[src/rtl/dacif_pkg.sv]
package dacif_pkg;

    typedef enum logic {
        BUS_INTERLEAVED = 1'b0,
        BUS_DUAL        = 1'b1
    } bus_mode_e;

    // Positions of the sampled strobes inside the edge-tracker vector.
    localparam int STROBE_N = 4;
    localparam int S_WR_A   = 0;
    localparam int S_WR_B   = 1;
    localparam int S_UPD_A  = 2;
    localparam int S_UPD_B  = 3;

    localparam int CHAN_N   = 2;

endpackage

[src/rtl/dacif_edge_det.sv]
module dacif_edge_det #(
    parameter int N        = 4,
    parameter int FALL_IDX = 0
) (
    input  logic         clk,
    input  logic [N-1:0] lvl_i,
    output logic [N-1:0] rise_o,
    output logic         fall_o
);

    typedef struct packed {
        logic [N-1:0] prev;
    } state_t;

    state_t s_d, s_q;

    // Trackers follow the inputs at all times so an edge is never invented
    // when reset or sleep ends.
    always_comb begin
        s_d      = s_q;
        s_d.prev = lvl_i;
    end

    always_ff @(posedge clk) begin
        s_q <= s_d;
    end

    generate
        for (genvar g = 0; g < N; g++) begin : g_rise
            assign rise_o[g] = lvl_i[g] & ~s_q.prev[g];
        end
    endgenerate

    assign fall_o = ~lvl_i[FALL_IDX] & s_q.prev[FALL_IDX];

endmodule

[src/rtl/dacif_input_stage.sv]
module dacif_input_stage
    import dacif_pkg::*;
#(
    parameter int W = 12
) (
    input  logic      clk,
    input  logic      rst,
    input  bus_mode_e mode_i,
    input  logic      sleep_i,
    input  logic [W-1:0] bus_a_i,
    input  logic [W-1:0] bus_b_i,
    input  logic      sel_i,
    input  logic      align_i,
    input  logic      wr_a_rise_i,
    input  logic      wr_a_fall_i,
    input  logic      wr_b_rise_i,
    input  logic      upd_a_rise_i,
    input  logic      upd_b_rise_i,
    output logic [W-1:0] src_a_o,
    output logic [W-1:0] src_b_o,
    output logic      shift_a_o,
    output logic      shift_b_o
);

    typedef struct packed {
        logic [W-1:0] hold_a;   // channel A hold, or the I hold
        logic [W-1:0] hold_b;   // channel B hold, or the Q hold
        logic [W-1:0] pair_a;   // I word of the pair handed to the DAC latches
        logic [W-1:0] pair_b;   // Q word of the pair
        logic         div;      // divide-by-two phase of the update clock
    } state_t;

    state_t s_d, s_q;
    logic   dual;
    logic   run;
    logic   div_rise;

    always_comb begin
        dual     = (mode_i == BUS_DUAL);
        run      = ~sleep_i;
        div_rise = ~dual & ~align_i & upd_a_rise_i & ~s_q.div;

        s_d = s_q;
        if (run) begin
            if (dual) begin
                if (wr_a_rise_i) s_d.hold_a = bus_a_i;
                if (wr_b_rise_i) s_d.hold_b = bus_b_i;
                s_d.div = 1'b0;
            end else begin
                if (wr_a_rise_i) begin
                    if (sel_i) s_d.hold_a = bus_a_i;
                    else       s_d.hold_b = bus_a_i;
                end
                if (wr_a_fall_i) begin
                    s_d.pair_a = s_q.hold_a;
                    s_d.pair_b = s_q.hold_b;
                end
                if (align_i)           s_d.div = 1'b0;
                else if (upd_a_rise_i) s_d.div = ~s_q.div;
            end
        end
        if (rst) s_d = '0;
    end

    always_ff @(posedge clk) begin
        s_q <= s_d;
    end

    assign src_a_o   = dual ? s_q.hold_a : s_q.pair_a;
    assign src_b_o   = dual ? s_q.hold_b : s_q.pair_b;
    assign shift_a_o = run & (dual ? upd_a_rise_i : div_rise);
    assign shift_b_o = run & (dual ? upd_b_rise_i : div_rise);

endmodule

[src/rtl/dacif_core_pipe.sv]
module dacif_core_pipe #(
    parameter int W   = 12,
    parameter int LAT = 4
) (
    input  logic         clk,
    input  logic         rst,
    input  logic         shift_i,
    input  logic [W-1:0] src_i,
    output logic [W-1:0] code_o
);

    typedef struct packed {
        logic [LAT-1:0][W-1:0] stg;
    } state_t;

    state_t s_d, s_q;

    always_comb begin
        s_d = s_q;
        if (shift_i) begin
            s_d.stg[0] = src_i;
            for (int i = 1; i < LAT; i++) begin
                s_d.stg[i] = s_q.stg[i-1];
            end
        end
        if (rst) s_d = '0;
    end

    always_ff @(posedge clk) begin
        s_q <= s_d;
    end

    assign code_o = s_q.stg[LAT-1];

endmodule

[src/rtl/dual_dac_frontend.sv]
module dual_dac_frontend
    import dacif_pkg::*;
#(
    parameter int W   = 12,
    parameter int LAT = 4
) (
    input  logic         clk,
    input  logic         rst,
    input  logic         mode_dual_i,
    input  logic         sleep_i,
    input  logic [W-1:0] bus_a_i,
    input  logic [W-1:0] bus_b_i,
    input  logic         wr_a_i,
    input  logic         wr_b_sel_i,
    input  logic         upd_a_i,
    input  logic         upd_b_align_i,
    output logic [W-1:0] code_a_o,
    output logic [W-1:0] code_a_n_o,
    output logic [W-1:0] code_b_o,
    output logic [W-1:0] code_b_n_o,
    output logic         asleep_o
);

    localparam logic [W-1:0] FULL = '1;

    typedef struct packed {
        logic asleep;
    } state_t;

    state_t s_d, s_q;

    logic [STROBE_N-1:0] lvl;
    logic [STROBE_N-1:0] rise;
    logic                wr_a_fall;
    logic [W-1:0]        src   [CHAN_N];
    logic                shift [CHAN_N];
    logic [W-1:0]        code  [CHAN_N];

    assign lvl[S_WR_A]  = wr_a_i;
    assign lvl[S_WR_B]  = wr_b_sel_i;
    assign lvl[S_UPD_A] = upd_a_i;
    assign lvl[S_UPD_B] = upd_b_align_i;

    dacif_edge_det #(
        .N        (STROBE_N),
        .FALL_IDX (S_WR_A)
    ) edge_i (
        .clk    (clk),
        .lvl_i  (lvl),
        .rise_o (rise),
        .fall_o (wr_a_fall)
    );

    dacif_input_stage #(
        .W (W)
    ) in_i (
        .clk          (clk),
        .rst          (rst),
        .mode_i       (bus_mode_e'(mode_dual_i)),
        .sleep_i      (sleep_i),
        .bus_a_i      (bus_a_i),
        .bus_b_i      (bus_b_i),
        .sel_i        (wr_b_sel_i),
        .align_i      (upd_b_align_i),
        .wr_a_rise_i  (rise[S_WR_A]),
        .wr_a_fall_i  (wr_a_fall),
        .wr_b_rise_i  (rise[S_WR_B]),
        .upd_a_rise_i (rise[S_UPD_A]),
        .upd_b_rise_i (rise[S_UPD_B]),
        .src_a_o      (src[0]),
        .src_b_o      (src[1]),
        .shift_a_o    (shift[0]),
        .shift_b_o    (shift[1])
    );

    generate
        for (genvar c = 0; c < CHAN_N; c++) begin : g_chan
            dacif_core_pipe #(
                .W   (W),
                .LAT (LAT)
            ) pipe_i (
                .clk     (clk),
                .rst     (rst),
                .shift_i (shift[c]),
                .src_i   (src[c]),
                .code_o  (code[c])
            );
        end
    endgenerate

    always_comb begin
        s_d        = s_q;
        s_d.asleep = sleep_i;
        if (rst) s_d = '0;
    end

    always_ff @(posedge clk) begin
        s_q <= s_d;
    end

    assign code_a_o   = code[0];
    assign code_b_o   = code[1];
    assign code_a_n_o = FULL - code[0];
    assign code_b_n_o = FULL - code[1];
    assign asleep_o   = s_q.asleep;

endmodule

[config.mk]
export PLATFORM = sky130hd
export DESIGN_NAME = dual_dac_frontend
export DESIGN_NICKNAME = d
export VERILOG_FILES = /design/src/rtl/dacif_pkg.sv /design/src/rtl/dacif_edge_det.sv /design/src/rtl/dacif_input_stage.sv /design/src/rtl/dacif_core_pipe.sv /design/src/rtl/dual_dac_frontend.sv
export SDC_FILE = /design/constraint.sdc
export NUM_CORES = 1
export LEC_CHECK = 0
export ABC_CLOCK_PERIOD_IN_PS = 2050
export BUFFER_PORTS_ARGS = -buffer_cell sky130_fd_sc_hd__buf_4
export CORE_ASPECT_RATIO = 0.8
export CORE_UTILIZATION = 57
export CTS_CLUSTER_DIAMETER = 120
export DETAILED_ROUTE_END_ITERATION = 12
export PLACE_DENSITY = 0.79
export SYNTH_ARGS = -nofsm -noshare
export SYNTH_HDL_FRONTEND = slang
export SYNTH_SLANG_ARGS = --single-unit
[constraint.sdc]
create_clock -name clk -period 2.05 [get_ports clk]
set_clock_uncertainty 0.15 [all_clocks]
set_input_delay 0.41 -clock clk [delete_from_list [all_inputs] [get_ports clk]]
set_output_delay 0.41 -clock clk [all_outputs]
set_load 0.005 [all_outputs]
## Word level (Yosys, flattened, before mapping)

Cells that the tools add are included.

- Bits in registers: 150
- Input bits: 32
- Output and inout port bits: 49
- Logic and storage cells: 58

- Add/subtract/negate cells: 2
- Equality and inequality tests: 2
- Multiplexer cells: 13
- Bitwise gates (word level): 19
- Reductions and logical operators: 7

Operators by type and width:

| kind | number |
|---|---|
| 12-bit two-way mux | 6 |
| 24-bit two-way mux | 2 |
| 12-bit subtractor (first input constant) | 2 |
| 1-bit AND | 10 |
| 1-bit NOT | 9 |
| 3-bit AND reduction | 2 |
| 1-bit two-way mux | 5 |
| 4-bit AND reduction | 1 |
| 2-bit nonzero test | 2 |
| 3-bit nonzero test | 1 |
| 2-bit by 1-bit != test with 1-bit output (second input constant) | 1 |
| 2-bit != test (second input constant) | 1 |
| 2-bit AND reduction | 1 |

## Logic depth before layout (Yosys ltp)

- Depth in word-level cells: 6
- Mapped depth: 7
- Mapped depth without buffers: 4

## By module

From an unflattened synthesis, not the netlist that was laid out.

- Cells, all modules: 645
- Area total of the unflattened synthesis: 6200.9 um2

Modules (own cells, without submodules):

| module | instances | cells an instance | area each (um2) | sequential area each (um2) |
|---|---|---|---|---|
| dacif_core_pipe | 2 | 167 | 1819.2 | 960.9 |
| dacif_input_stage | 1 | 276 | 2324.7 | 980.9 |
| dual_dac_frontend | 1 | 26 | 123.9 | 20.0 |
| dacif_edge_det | 1 | 9 | 113.9 | 80.1 |

## Worst setup path before layout

OpenSTA, ideal clock, no wires.

- Path kind: input port to flip-flop
- Start point: input mode_dual_i
- End point: register in_i.s_q[27] in the netlist's numbering
- Library setup time: 0.143 ns
- Arrival: 1.489 ns
- Required time: 1.757 ns
- Path slack: 0.268 ns
- Cell stages on the path: 4
- Path buffers: 1
- Path through: or4b_4 > a21oi_4 > buf_2 > a211oi_1

- Cells in the longest elaborated chain, start to end: 2
- Elaborated cells on any way between the ends: 5
- Classes of those cells: eq/ne (2); mux (1); reduce/logical (2)

RTL lines:

| what | RTL line | source |
|---|---|---|
| start: declaration | dual_dac_frontend.sv:9 | `input logic mode_dual_i,` |
| 2-bit by 1-bit != test with 1-bit output (no line), or another cell as far along | n/a |  |
| 4-bit AND reduction (no line) | n/a |  |
| end signal: assignment | dacif_input_stage.sv:66 | `s_q <= s_d;` |
| end: declaration | dacif_input_stage.sv:33 | `state_t s_d, s_q;` |

Parallel ways exist; a longest one is shown, timed or not.
A chain may end at the register's enable or synchronous reset.

## Final worst setup path

- Start point: input upd_a_i
- End point: register g_chan[1].pipe_i.s_q[9] in the netlist's numbering

- Cells in the longest elaborated chain, start to end: 5

RTL lines:

| what | RTL line | source |
|---|---|---|
| start: declaration | dual_dac_frontend.sv:15 | `input logic upd_a_i,` |
| 1-bit AND | dacif_edge_det.sv:30 | `assign rise_o[g] = lvl_i[g] & ~s_q.prev[g];` |
| 1-bit AND (2 in a row) | dacif_input_stage.sv:41 | `div_rise = ~dual & ~align_i & upd_a_rise_i & ~s_q.div;` |
| 1-bit two-way mux | dacif_input_stage.sv:72 | `assign shift_b_o = run & (dual ? upd_b_rise_i : div_rise);` |
| 1-bit AND | dacif_input_stage.sv:72 |  |
| end signal: assignment | dacif_core_pipe.sv:30 | `s_q <= s_d;` |
| end: declaration | dacif_core_pipe.sv:16 | `state_t s_d, s_q;` |

No other way between the ends.

==> flow_summary_export.csv <==
group,metric,value,unit
floorplan,die_width,115.2,µm
floorplan,fp.dieH,92.58,µm
cells_and_area,multiInputGateArea,2364,µm²
grt,antenna_found_initial,0,
synthesis,synth_top_area_share,51.37,%
floorplan,core,9809,µm²
clock_network,post-cts-setup-buffer-count,0,
synthesis,ys_ff_latch,150,
cells_and_area,diodes,0,
clock_network,path_clk_slew,60,ps
worst_setup_path,slowest_stage,"dlygate4sd3_1",
grt,grt_max_degree,61,
worst_setup_path,crit_chain,"dlygate4sd3_1 -> buf_4 -> nor3b_2 -> o221a_2 -> buf_12 -> nor2_1 -> a211oi_1",
clock_network,cts_tree,"built",
clock_network,clk_path_buf_depth,2,
routing,drt-total-wl,12200,µm
floorplan,io_pins,81,
sta,tightest_slew,384.7,ps
outcome,outcome,"finished, final reports clean",
clock_network,clock_sinks,150,
clock_network,numCtsBuffers,17,
synthesis,ys_warn_count,0,
worst_setup_path,cp_max_fo,60,
worst_setup_path,start_kind,"input pin",
pwr,p_int,0.005257,W
routing,num_vias,4666,
sta,slew_headroom,74.36,%
synthesis,yosysTopAreaCell,"dfxtp_1",
sta,finalSetupTns,0,ps
grt,grt_pass1_wl,20340,µm
cells_and_area,num-nets-final,764,
floorplan,rows,32,
placement,dp_hpwl,7693,µm
routing,viasPerCell,5.296,
worst_setup_path,cpLargestDelayFamily,"buffers and inverters",
sta,max_freq,509.8,MHz
grt,grt-ovfl-total,0,
pwr,vdd_drop_max,0.0006916,V
synthesis,synth_edf_count,0,
pwr,combPwrFrac,5.4,%
sta,hold_violations,0,
pwr,p_per_area,937.9,nW/µm²
routing,postRouteAntennaNets,0,
routing,drtIter0Drc,337,
pwr,pwr-share-seq,45.2,%
synthesis,synth-main-ff-cell,"dfxtp_1",
pwr,finalPower,0.006644,W
placement,io_buffer_count,80,
sta,fin_crit_sh,95.68,%
synthesis,yosysMostFrequentCell,"nand2_1",
sta,finalMaxSlewViolations,0,
pwr,p_leak,2.647,nW
cells_and_area,drive_above_1_share,18.26,%
synthesis,synth_commonest_cells,"192 x nand2_1, 150 x dfxtp_1, 97 x a21oi_1, 51 x nor2_1, 48 x mux2i_1",
synthesis,synth_nets,720,
floorplan,design.die.area,10670,µm²
cells_and_area,area_delta_synth_final,21.19,%
routing,dr.pass1.iters,5,
grt,grt_pass1_vias,4230,
pwr,p_sw_share,20.87,%
pwr,switchingPower,0.001387,W
routing,wl_per_cell,13.84,µm
worst_setup_path,worstSetupEndpointType,"flop",
grt,grt_usage,24.55,%
synthesis,postSynthAreaPerCell,8.497,µm²
worst_setup_path,critPathKind,"input pin to flop",
job,maxCapViolCount,0,
worst_setup_path,crit_buf_inv,3,
cells_and_area,seq_area,3003,µm²
min_path,hold_path_class,"input pin to flop",
floorplan,start_util,59.59,%
worst_setup_path,slowest_delay,540,ps
routing,drc_errors,0,
cells_and_area,fill_cells,752,
synthesis,synthDistinctLibCells,27,
sta,rsz0062_at_grt,"no",
sta,min_period,1962,ps
synthesis,seq_area_frac_synth,51.37,%
clock_network,cts.root.buffer_cell,"clkbuf_16",
synthesis,syn-instance-count,688,
synthesis,async_flop_share,0,%
synthesis,synth.top_cells.by_area,"dfxtp_1 51%, nand2_1 12%, a21oi_1 8.3%",
clock_network,clk_latency,410,ps
worst_setup_path,cp_data_arrival_time,2140,ps
pwr,pwr-share-clk,49.4,%
placement,place_congestion,0.8243,
clock_network,htreeDepth,4,
worst_setup_path,critical_path_required,2220,ps
sta,finalSetupViolCount,0,
synthesis,syn_area,5846,µm²
placed cells by master (no fill, tap or decap), types with 2 or more instances in the layout:
| cell type | instances |
|---|---|
| nand2_1 | 192 |
| dfxtp_1 | 150 |
| a21oi_1 | 97 |
| buf_4 | 86 |
| nor2_1 | 50 |
| mux2i_1 | 48 |
| a211oi_1 | 28 |
| inv_1 | 25 |
| clkbuf_16 | 17 |
| a211oi_2 | 8 |
| buf_12 | 7 |
| clkbuf_1 | 5 |
| bufinv_16 | 4 |
| dlygate4sd3_1 | 4 |
| clkbuf_8 | 3 |
| nand3b_1 | 2 |
| clkinv_4 | 2 |
worst min-delay path: stages:
cell and delay [ps]:
buf_4 80, mux2i_1 50, nor2_1 70
state kept, by name (all words and copies together), names as in the netlist:
| signal | flops |
|---|---|
| in_i.s_q | 49 |
| asleep_o | 1 |
| edge_i.s_q | 4 |
| g_chan.pipe_i.code_o | 24 |
| g_chan.pipe_i.s_q | 72 |
power groups by stage:
stage | clock [W] | sequential, W | combinational (W)
after global routing | 0.00345 | 0.00301 | 0.000391
final | 0.00328 | 0.00300 | 0.000360
after floorplan | 0 | 0.00305 | 0.000227
after global placement | 0 | 0.00306 | 0.000336
after detailed placement | 0 | 0.00307 | 0.000348
after CTS | 0.00330 | 0.00300 | 0.000359
metrics by stage:
| step | area [µm²] | util, % | hold WS [ps] | instances | setup slack, ps |
|---|---|---|---|---|---|
| final | 7084 | 72.22 | 92.91 | 881 | 88.46 |
| after global routing | 7084 | 72.22 | 85.19 | 881 | 10.32 |
| after floorplan | 5846 | - | 282.1 | 688 | 267.6 |
| after global placement | 6414 | 65.38 | 287.7 | 845 | 94.80 |
| after CTS | 7082 | 72.19 | 85.49 | 881 | 8.070 |
| after detailed placement | 6414 | 65.38 | 295.0 | 845 | 40.91 |
repair_timing:
action                     CTS  global route
hold endpoints to repair     4             0
setup endpoints to repair    0            41
gates resized for setup      0             1
hold buffers                 4             0
area by class of cell:
class,instances,share of cell area [%]
Timing Repair Buffer,97,11.66
Multi-Input combinational cell,441,33.36
Sequential cell,150,42.39
Clock buffer,25,6.853
Tap cell,136,2.402
Clock inverter,7,2.013
Inverter,25,1.325
logic make-up after synthesis:
| kind of cell | count (synthesis) | synth area share [%] |
|---|---|---|
| buffers and inverters | 97 | 8.390 |
| AO/OA/AOI/OAI | 140 | 14.90 |
| flip-flops | 150 | 51.37 |
| AND/OR/NAND/NOR | 253 | 17.12 |
| multiplexers | 48 | 8.219 |
routing by layer:
| layer | wire [µm] | vias up | global-route usage, % |
|---|---|---|---|
| met5 | 0 | - | 0 |
| met1 | 5611 | 2155 | 33.08 |
| met4 | 119 | 0 | 6.710 |
| met3 | 704 | 17 | 6.872 |
| li1 | - | 2339 | - |
| met2 | 5760 | 155 | 38.55 |
worst paths after layout:
path	from	to	slack (ps)	cells after the start
hold reg to reg	g_chan[1].pipe_i.s_q[12]$_SDFFE_PP0P_	g_chan[1].pipe_i.s_q[24]$_SDFFE_PP0P_	300	2
setup / recovery	upd_a_i	g_chan[1].pipe_i.s_q[9]$_SDFFE_PP0P_	90	7
setup reg to reg	edge_i.s_q[0]$_DFF_P_	in_i.s_q[27]$_SDFFE_PP0P_	230	5
hold / removal	bus_a_i[0]	in_i.s_q[37]$_SDFFE_PP0P_	90	3
Note: power is estimated with default switching activity, not from simulation.
